==> src/rtl/pio_ring_pkg.sv <==
package pio_ring_pkg;

  // Register select codes seen on hostAddr
  localparam logic [1:0] REG_STORE = 2'd0;
  localparam logic [1:0] REG_FETCH = 2'd1;
  localparam logic [1:0] REG_BOUND = 2'd2;
  localparam logic [1:0] REG_DATA  = 2'd3;

  typedef enum logic [2:0] {
    ST_IDLE,
    ST_FETCH_A,   // low byte address on RAM
    ST_FETCH_B,   // high byte address on RAM, low byte returning
    ST_FETCH_C,   // high byte returning
    ST_STORE_A,   // low byte written
    ST_STORE_B    // high byte written
  } portState_t;

  typedef struct packed {
    logic ldStore;    // load store pointer from host
    logic ldFetch;    // load fetch pointer from host
    logic ldBound;    // load ring bounds register
    logic ldOutWord;  // capture host word for writing
    logic fetchStep;  // advance fetch pointer one byte
    logic capLo;      // capture returning byte into low lane
    logic capHi;      // capture returning byte into high lane
    logic wrLo;       // write low byte of the output word
    logic wrHi;       // write high byte, then advance store pointer
  } portStrobes_t;

endpackage

==> src/rtl/pio_ring_ctrl.sv <==
module pio_ring_ctrl
  import pio_ring_pkg::*;
(
  input  logic         clk,
  input  logic         rstN,
  input  logic         hostSel,
  input  logic         hostWr,
  input  logic [1:0]   hostAddr,
  output portStrobes_t strobes,
  output logic         hostReady
);

  portState_t state, stateNext;
  logic       accept;

  assign hostReady = (state == ST_IDLE);
  assign accept    = hostSel && hostReady;

  always_ff @(posedge clk) begin
    if (!rstN) state <= ST_IDLE;
    else       state <= stateNext;
  end

  always_comb begin
    stateNext = state;
    strobes   = '0;
    unique case (state)
      ST_IDLE: begin
        if (accept) begin
          if (hostWr) begin
            unique case (hostAddr)
              REG_STORE: strobes.ldStore = 1'b1;
              REG_FETCH: begin
                strobes.ldFetch = 1'b1;
                stateNext       = ST_FETCH_A;
              end
              REG_BOUND: strobes.ldBound = 1'b1;
              REG_DATA: begin
                strobes.ldOutWord = 1'b1;
                stateNext         = ST_STORE_A;
              end
              default: stateNext = ST_IDLE;
            endcase
          end else if (hostAddr == REG_DATA) begin
            stateNext = ST_FETCH_A;
          end
        end
      end
      ST_FETCH_A: begin
        strobes.fetchStep = 1'b1;
        stateNext         = ST_FETCH_B;
      end
      ST_FETCH_B: begin
        strobes.fetchStep = 1'b1;
        strobes.capLo     = 1'b1;
        stateNext         = ST_FETCH_C;
      end
      ST_FETCH_C: begin
        strobes.capHi = 1'b1;
        stateNext     = ST_IDLE;
      end
      ST_STORE_A: begin
        strobes.wrLo = 1'b1;
        stateNext    = ST_STORE_B;
      end
      ST_STORE_B: begin
        strobes.wrHi = 1'b1;
        stateNext    = ST_IDLE;
      end
      default: stateNext = ST_IDLE;
    endcase
  end

endmodule

==> src/rtl/pio_ring_dp.sv <==
module pio_ring_dp
  import pio_ring_pkg::*;
#(
  parameter int NUM_PAGES = 128,
  localparam int PAGE_W = $clog2(NUM_PAGES),
  localparam int ADDR_W = PAGE_W + 8
) (
  input  logic              clk,
  input  logic              rstN,
  input  portStrobes_t      strobes,
  input  logic [1:0]        hostAddr,
  input  logic [15:0]       hostWdata,
  output logic [15:0]       hostRdata,
  output logic [ADDR_W-1:0] ramAddr,
  output logic              ramWe,
  output logic [7:0]        ramWdata,
  input  logic [7:0]        ramRdata,
  output logic [15:0]       boundQ
);

  localparam logic [ADDR_W-1:0] ONE  = ADDR_W'(1);
  localparam logic [ADDR_W-1:0] TWO  = ADDR_W'(2);
  localparam logic [ADDR_W-1:0] TOP  = ADDR_W'(NUM_PAGES * 256 - 2);
  localparam logic [7:0]        LAST = 8'(NUM_PAGES - 1);

  logic [ADDR_W-1:0] storePtr, storeNext;
  logic [ADDR_W-1:0] fetchPtr, fetchNext;
  logic [7:0]        ringFirst, ringLast;
  logic [15:0]       outWord;
  logic [15:0]       inWord;
  logic              atRingEnd;

  // Byte-granular fetch step with the ring wrap folded in
  assign atRingEnd = (fetchPtr[7:0] == 8'hFF) &&
                     (fetchPtr[ADDR_W-1:8] == ringLast[PAGE_W-1:0]);

  always_comb begin
    if (atRingEnd) fetchNext = {ringFirst[PAGE_W-1:0], 8'h00};
    else           fetchNext = fetchPtr + ONE;
  end

  // Store pointer: word step, saturating at the last word of the buffer
  always_comb begin
    if (storePtr >= TOP)           storeNext = storePtr;
    else if (storePtr > TOP - TWO) storeNext = TOP;
    else                           storeNext = storePtr + TWO;
  end

  always_ff @(posedge clk) begin
    if (!rstN) begin
      storePtr  <= '0;
      fetchPtr  <= '0;
      ringFirst <= 8'h00;
      ringLast  <= LAST;
      outWord   <= '0;
    end else begin
      if (strobes.ldStore)    storePtr <= hostWdata[ADDR_W-1:0];
      else if (strobes.wrHi)  storePtr <= storeNext;

      if (strobes.ldFetch)        fetchPtr <= hostWdata[ADDR_W-1:0];
      else if (strobes.fetchStep) fetchPtr <= fetchNext;

      if (strobes.ldBound) begin
        ringFirst <= hostWdata[7:0];
        ringLast  <= hostWdata[15:8];
      end

      if (strobes.ldOutWord) outWord <= hostWdata;
    end
  end

  // Read latch: one byte lane per capture strobe
  logic [1:0] laneCap;
  assign laneCap = {strobes.capHi, strobes.capLo};

  for (genvar lane = 0; lane < 2; lane++) begin : g_lane
    always_ff @(posedge clk) begin
      if (!rstN)              inWord[lane*8 +: 8] <= 8'h00;
      else if (laneCap[lane]) inWord[lane*8 +: 8] <= ramRdata;
    end
  end

  // RAM side
  always_comb begin
    if (strobes.wrLo)      ramAddr = storePtr;
    else if (strobes.wrHi) ramAddr = storePtr + ONE;
    else                   ramAddr = fetchPtr;
  end

  assign ramWe    = strobes.wrLo | strobes.wrHi;
  assign ramWdata = strobes.wrHi ? outWord[15:8] : outWord[7:0];

  // Host read mux
  assign boundQ = {ringLast, ringFirst};

  always_comb begin
    unique case (hostAddr)
      REG_STORE: hostRdata = 16'(storePtr);
      REG_FETCH: hostRdata = 16'(fetchPtr);
      REG_BOUND: hostRdata = boundQ;
      default:   hostRdata = inWord;
    endcase
  end

endmodule

==> src/rtl/pio_ring_port.sv <==
module pio_ring_port
  import pio_ring_pkg::*;
#(
  parameter int NUM_PAGES = 128,
  localparam int ADDR_W = $clog2(NUM_PAGES) + 8
) (
  input  logic              clk,
  input  logic              rstN,
  input  logic              hostSel,
  input  logic              hostWr,
  input  logic [1:0]        hostAddr,
  input  logic [15:0]       hostWdata,
  output logic [15:0]       hostRdata,
  output logic              hostReady,
  output logic [ADDR_W-1:0] ramAddr,
  output logic              ramWe,
  output logic [7:0]        ramWdata,
  input  logic [7:0]        ramRdata
);

  portStrobes_t strobes;
  logic [15:0]  boundQ;

  pio_ring_ctrl ctrlI (
    .clk       (clk),
    .rstN      (rstN),
    .hostSel   (hostSel),
    .hostWr    (hostWr),
    .hostAddr  (hostAddr),
    .strobes   (strobes),
    .hostReady (hostReady)
  );

  pio_ring_dp #(.NUM_PAGES(NUM_PAGES)) dpI (
    .clk       (clk),
    .rstN      (rstN),
    .strobes   (strobes),
    .hostAddr  (hostAddr),
    .hostWdata (hostWdata),
    .hostRdata (hostRdata),
    .ramAddr   (ramAddr),
    .ramWe     (ramWe),
    .ramWdata  (ramWdata),
    .ramRdata  (ramRdata),
    .boundQ    (boundQ)
  );

endmodule

==> config.mk <==
export PLATFORM = sky130hd
export DESIGN_NAME = pio_ring_port
export DESIGN_NICKNAME = d
export VERILOG_FILES = /design/src/rtl/pio_ring_pkg.sv /design/src/rtl/pio_ring_ctrl.sv /design/src/rtl/pio_ring_dp.sv /design/src/rtl/pio_ring_port.sv
export SDC_FILE = /design/constraint.sdc
export NUM_CORES = 1
export LEC_CHECK = 0
export ABC_AREA = 1
export BUFFER_PORTS_ARGS = -buffer_cell sky130_fd_sc_hd__buf_2
export CORE_AREA = 5 5 109 111
export DETAILED_ROUTE_END_ITERATION = 10
export DIE_AREA = 0 0 114 116
export HOLD_SLACK_MARGIN = 0.06
export PLACE_DENSITY = 0.7
export RECOVER_POWER = 100
export SYNTH_ARGS = -nofsm -noshare
export SYNTH_HDL_FRONTEND = slang
export SYNTH_SLANG_ARGS = --single-unit
==> constraint.sdc <==
create_clock -name clk -period 1.8 [get_ports clk]
set_input_delay 0 -clock clk [delete_from_list [all_inputs] [get_ports clk]]
set_output_delay 0 -clock clk [all_outputs]
set_load 0.03 [all_outputs]
======== Word-level counts from Yosys, hierarchy flattened ========
Index checks and enable logic that the tools add are counted.
storage, ports and cells
  word-level logic and storage cells ...... 65
  register bits after elaboration ......... 81
  output and inout bits ................... 41
operators by class
  muxes and demuxes ....................... 28
  add/sub/neg operators ................... 3
  reduce and logical (&&, ||, !) cells .... 9
  eq/ne operators ......................... 14
  $lt $le $gt $ge ......................... 2
  bitwise logic cells ..................... 1
operator list
  operator                 count
  $mux W15                 9
  $pmux W16 S3             1
  $add A15 B1 Y15 const B  2
  $add A15 B2 Y15 const B  1
  $ge A15 B15 Y1 const B   1
  $gt A15 B15 Y1 const B   1
  $mux W4                  3
  $pmux W3 S4              1
  $mux W1                  9
  $mux W3                  3
  $eq A8 B8 Y1 const B     1
  $mux W8                  1
  $eq A7 B7 Y1             1
  $eq A3 B2 Y1 const B     2
  $eq A3 B3 Y1 const B     2
  $ne A3 B3 Y1 const B     2
  $pmux W3 S2              1
  $eq A2 B2 Y1 const B     2
  $ne A2 B2 Y1 const B     2
  $reduce_bool A2 Y1       2
  $eq A3 B1 Y1 const B     1
  $logic_not A3 Y1         1
  $reduce_and A3 Y1        1
  $eq A2 B1 Y1 const B     1
  other kinds (5)          6

======== Logic depth before layout (Yosys ltp) ========
  depth after elaboration ................. 7
  gate-level depth with buffers ........... 11

======== Modules after synthesis ========
From an unflattened synthesis, not the netlist that was laid out.
second synthesis, totals
  cell total of the unflattened synthesis .. 799
  area total of the unflattened synthesis .. 5059.9 µm²
by module, submodules not included
  module         cells an instance  area each (µm²)  instances
  pio_ring_dp    755                4793.3           1
  pio_ring_ctrl  44                 266.5            1

======== Worst setup path before layout ========
OpenSTA, ideal clock, no wires.
  kind .................................... reg-to-output
  start ................................... reg dpI.storePtr[3]
  end ..................................... out ramAddr[14]
  setup slack ............................. -27 ps
  data required time ...................... 1800 ps
  cell stages (with the launch flop) ...... 10
  arrival ................................. 1827 ps
  path buffers ............................ 1
  cell sequence ........................... dfxtp_1 -> buf_2 -> nand2_2 -> inv_1 -> nand2_1 -> nor2_2 -> nand3b_1 -> xor2_1 -> nor2_1 -> o21ai_0
between the ends
  cells in the longest elaborated chain, start to end .. 3
RTL lines
  item                    RTL line             text
  start, declared         pio_ring_dp.sv:26    logic [ADDR_W-1:0] storePtr, storeNext;
  start signal, assigned  pio_ring_dp.sv:57    if (strobes.ldStore) storePtr <= hostWdata[ADDR_W-1:0];
  start signal, assigned  pio_ring_dp.sv:58    else if (strobes.wrHi) storePtr <= storeNext;
  $add A15 B1 Y15         pio_ring_dp.sv:86    else if (strobes.wrHi) ramAddr = storePtr + ONE;
  $mux W15                pio_ring_dp.sv:86
  $mux W15                pio_ring_dp.sv:85    if (strobes.wrLo) ramAddr = storePtr;
  end, declared           pio_ring_port.sv:15  output logic [ADDR_W-1:0] ramAddr,
Every way passes these cells.

======== Worst setup path in the final report ========
  start ................................... reg ctrlI.state[2]
  end ..................................... out ramWdata[3]
between the ends
  cells in the longest elaborated chain, start to end .. 3
RTL lines
  item                    RTL line             text
  start, declared         pio_ring_ctrl.sv:13  portState_t state, stateNext;
  start signal, assigned  pio_ring_ctrl.sv:21  else state <= stateNext;
  $eq A3 B3 Y1            pio_ring_ctrl.sv:27  unique case (state)
  $mux W1                 pio_ring_ctrl.sv:27
  $mux W8                 pio_ring_dp.sv:91    assign ramWdata = strobes.wrHi ? outWord[15:8] : outWord[7:0];
  end, declared           pio_ring_port.sv:17  output logic [7:0] ramWdata,
Every way passes these cells.

==> summary.txt <==
GRT Util Overall = 0.3265
Largest net degree at the start of global routing = 38
Synthesized flop and latch total = 81
Compound-cell area share of the yosys netlist = 0.2054
P_sw = 0.001749 W
Crit-path max FO = 8
Pwr/cell area = 675.6 nW/um^2
CP Capture Type = output pin
Starting DRT DRC Count = 787
Yosys warnings = 0
Post-Synth XOR/XNOR Area = 0.05185
WP data required = 1800 ps
Layout cells sized above 1 = 0.3029
H-tree levels = 3
DR WL/cell = 19.54 microns
Overall routed net length = 21380 microns
Slew HR = 0.6989
First-pass GRT wire length = 33130 microns
Ports = 71
CTS clk-pin slew, worst paths = 90 ps
Via density = 5.688
Initial Utilization = 0.4737
Clk_lat worst skew = 380 ps
Post-Route Skew = 10.53 ps
Pleak = 3.094 nW
R2r setup slk = 0 ps
Mapped Nets = 819
Synth top cells by count = 169 x nand2_1, 113 x nor2_1, 86 x o21ai_0
Ant. Diodes = 0
Final nets = 983
CTS tree = done
Leading area contributor after synthesis = dfxtp_1
Mapped Avg Cell Area = 6.455 sq um
Post-Synth Simple-Gate Area = 0.3168
Failing checks = negative setup slack
Global route overflow = 0
Slew Viols, Final = 0
Number of synthesized flops with an enable pin = 0
Crit path kind = register to output pin
Clock power frac = 0.292
Setup TNS = -1640 ps
FF-to-FF Start = dpI.storePtr[2]$_SDFFE_PN0P_
Fin crit period = 1920 ps
Post-synthesis sequential area ratio = 0.3200
Die width = 114 microns
Final Hold Slack = 83.10 ps
HP Start = rstN
Internal power = 0.003047 W
PortBufs = 70
Die Span Y = 116 microns
Status = finished, violations left
Gate power share = 0.287
Fraction of registers with async set/reset = 0
Root Driver = clkbuf_8
Unrepaired setup endpoints after global routing = yes
Predominant post-synthesis flop cell = dfxtp_1
Worst Setup SP = ctrlI.state[2]$_SDFFE_PN0P_
Drt pass-1 iters = 5
Core area = 10700 sq um
Sequential group share of total power = 0.421
Switching portion of total power = 0.3647
CTS Buf Count = 9
Routed via count = 6223
GP Congestion = 0.9716
Post-synthesis mux area share = 0
Peak supply drop = 0.0005838 V
CTS max path bufs = 2
Vias in the first global route = 6024
Unique cell type count in the Yosys netlist = 42
Worst Tran Pin Value = 451.7 ps
Residual DRC = 0
Layout area overhead = 40.10%
Worst Hold Class = input port to register
Final worst slack = -119.7 ps
CP startpoint kind = register
Top-area cell type share of the netlist area = 0.3200
Peak Freq = 0.5209 GHz
Clock sinks = 81
Final hold violation count = 0
Final setup viols = 21
Cell with the most instances after synthesis = nand2_1
Die area = 13220 sq um
# rows = 38
Max cap viols = 0
Post-DRT Antenna Nets = 0
Period utilization = 1.067
CP Data Arrival Time = 1920 ps
Initial antenna violation count = 0
Synth area leaders = dfxtp_1 32%, nand2_1 13%, o21ai_0 8.5%
Syn Inst Count = 785
Placed wire-length estimate = 15440 microns
Main combinational cell family by area after synthesis = simple AND/OR/NAND/NOR gates
Synth Area in Adders = 0.009877
Synth Cell Area = 5067 sq um
[placed cells by master (no fill, tap or decap), types with 15 or more instances in the layout]
master / count
nand2_1: 145
nor2_1: 108
buf_4: 91
o21ai_0: 67
dfxtp_1: 67
inv_1: 64
buf_2: 47
a21oi_1: 41
o21ai_1: 32
nand3_1: 31
dlygate4sd3_1: 25
xor2_1: 24
buf_6: 19
nand2_2: 18
nand2_4: 15
[power groups by stage]
stage	Clock, W	Sequential (W)	Combinational (W)
after floorplan	0	0.00202	0.000751
after global placement	0	0.00204	0.00116
final	0.00140	0.00202	0.00138
after CTS	0.00140	0.00201	0.00129
after global routing	0.00148	0.00204	0.00148
after detailed placement	0	0.00205	0.00117
[routing by layer]
metal | wire, microns | vias up | track usage
li1 | - | 2910 | -
met1 | 7867 | 2816 | 0.3987
met2 | 9803 | 414 | 0.5445
met3 | 2402 | 83 | 0.06475
met4 | 1304 | 0 | 0.1726
met5 | 0 | - | 0
[critical path, stage by stage, from the launching register on]
cell	delay [ps]
dfxtp_2	360
inv_4	40
nor2_4	90
inv_2	60
nor2_4	110
clkinvlp_4	250
buf_12	220
buf_12	150
nand2_4	70
nand2_4	50
buf_6	140
[sequential cells by signal (all words and copies together), names as in the netlist]
register / flops
ctrlI.state: 3
dpI.ringLast: 8
dpI.fetchPtr: 15
dpI.inWord: 16
dpI.outWord: 16
dpI.storePtr: 15
dpI.ringFirst: 8
[cell families (layout without fill, tap and decap cells)]
logic type                 count (synthesis)  after routing
xor gates and xnor gates                  30             30
buffers and inverters                    119            287
AOI/OAI and AO/OA                        186            186
and+or+nand+nor                          365            366
DFF                                       81             81
adders and majority gates                  4              4
[path summary, 6_finish.rpt]
kind	to	cells past startpoint
setup / recovery	ramWdata[3]	10
hold / removal	dpI.fetchPtr[2]$_SDFFE_PN0P_	3
setup reg to reg	dpI.storePtr[9]$_SDFFE_PN0P_	11
hold reg to reg	dpI.inWord[6]$_SDFFE_PN0N_	2
[repair_timing]
item / in CTS / in global routing
setup endpoints to repair: 23 / 39
buffers inserted: 20 / 9
hold buffers: 26 / 0
pin swaps: 11 / 31
gates cloned: 0 / 1
endpoints found under the hold margin: 67 / 0
resized for setup: 104 / 65
[final cells by class]
type	count	area [sq um]
repair buffers	186	1431
multi-input cells	586	3293
clock buffers	9	123.9
clock inverters	7	80.08
well taps	140	175.2
fillers	944	3598
flip-flops and latches	81	1654
inverters	85	341.6
[through the flow]
| stage | setup slack, ps | instance area (sq um) | util | total power, W | cells |
|---|---|---|---|---|---|
| 6_report | -119.7 | 7099 | 0.6636 | 0.004796 | 1094 |
| 5_1_grt | -193.2 | 7099 | 0.6636 | 0.004992 | 1094 |
| 4_1_cts | -88.38 | 6815 | 0.6371 | 0.004702 | 1086 |
| 3_5_place_dp | -19.26 | 5901 | 0.5516 | 0.003222 | 1024 |
| 3_3_place_gp | 18.74 | 5901 | 0.5516 | 0.003202 | 1024 |
| 2_1_floorplan | 7.054 | 5067 | - | 0.002775 | 785 |
Power figures use the tool's default switching activity.
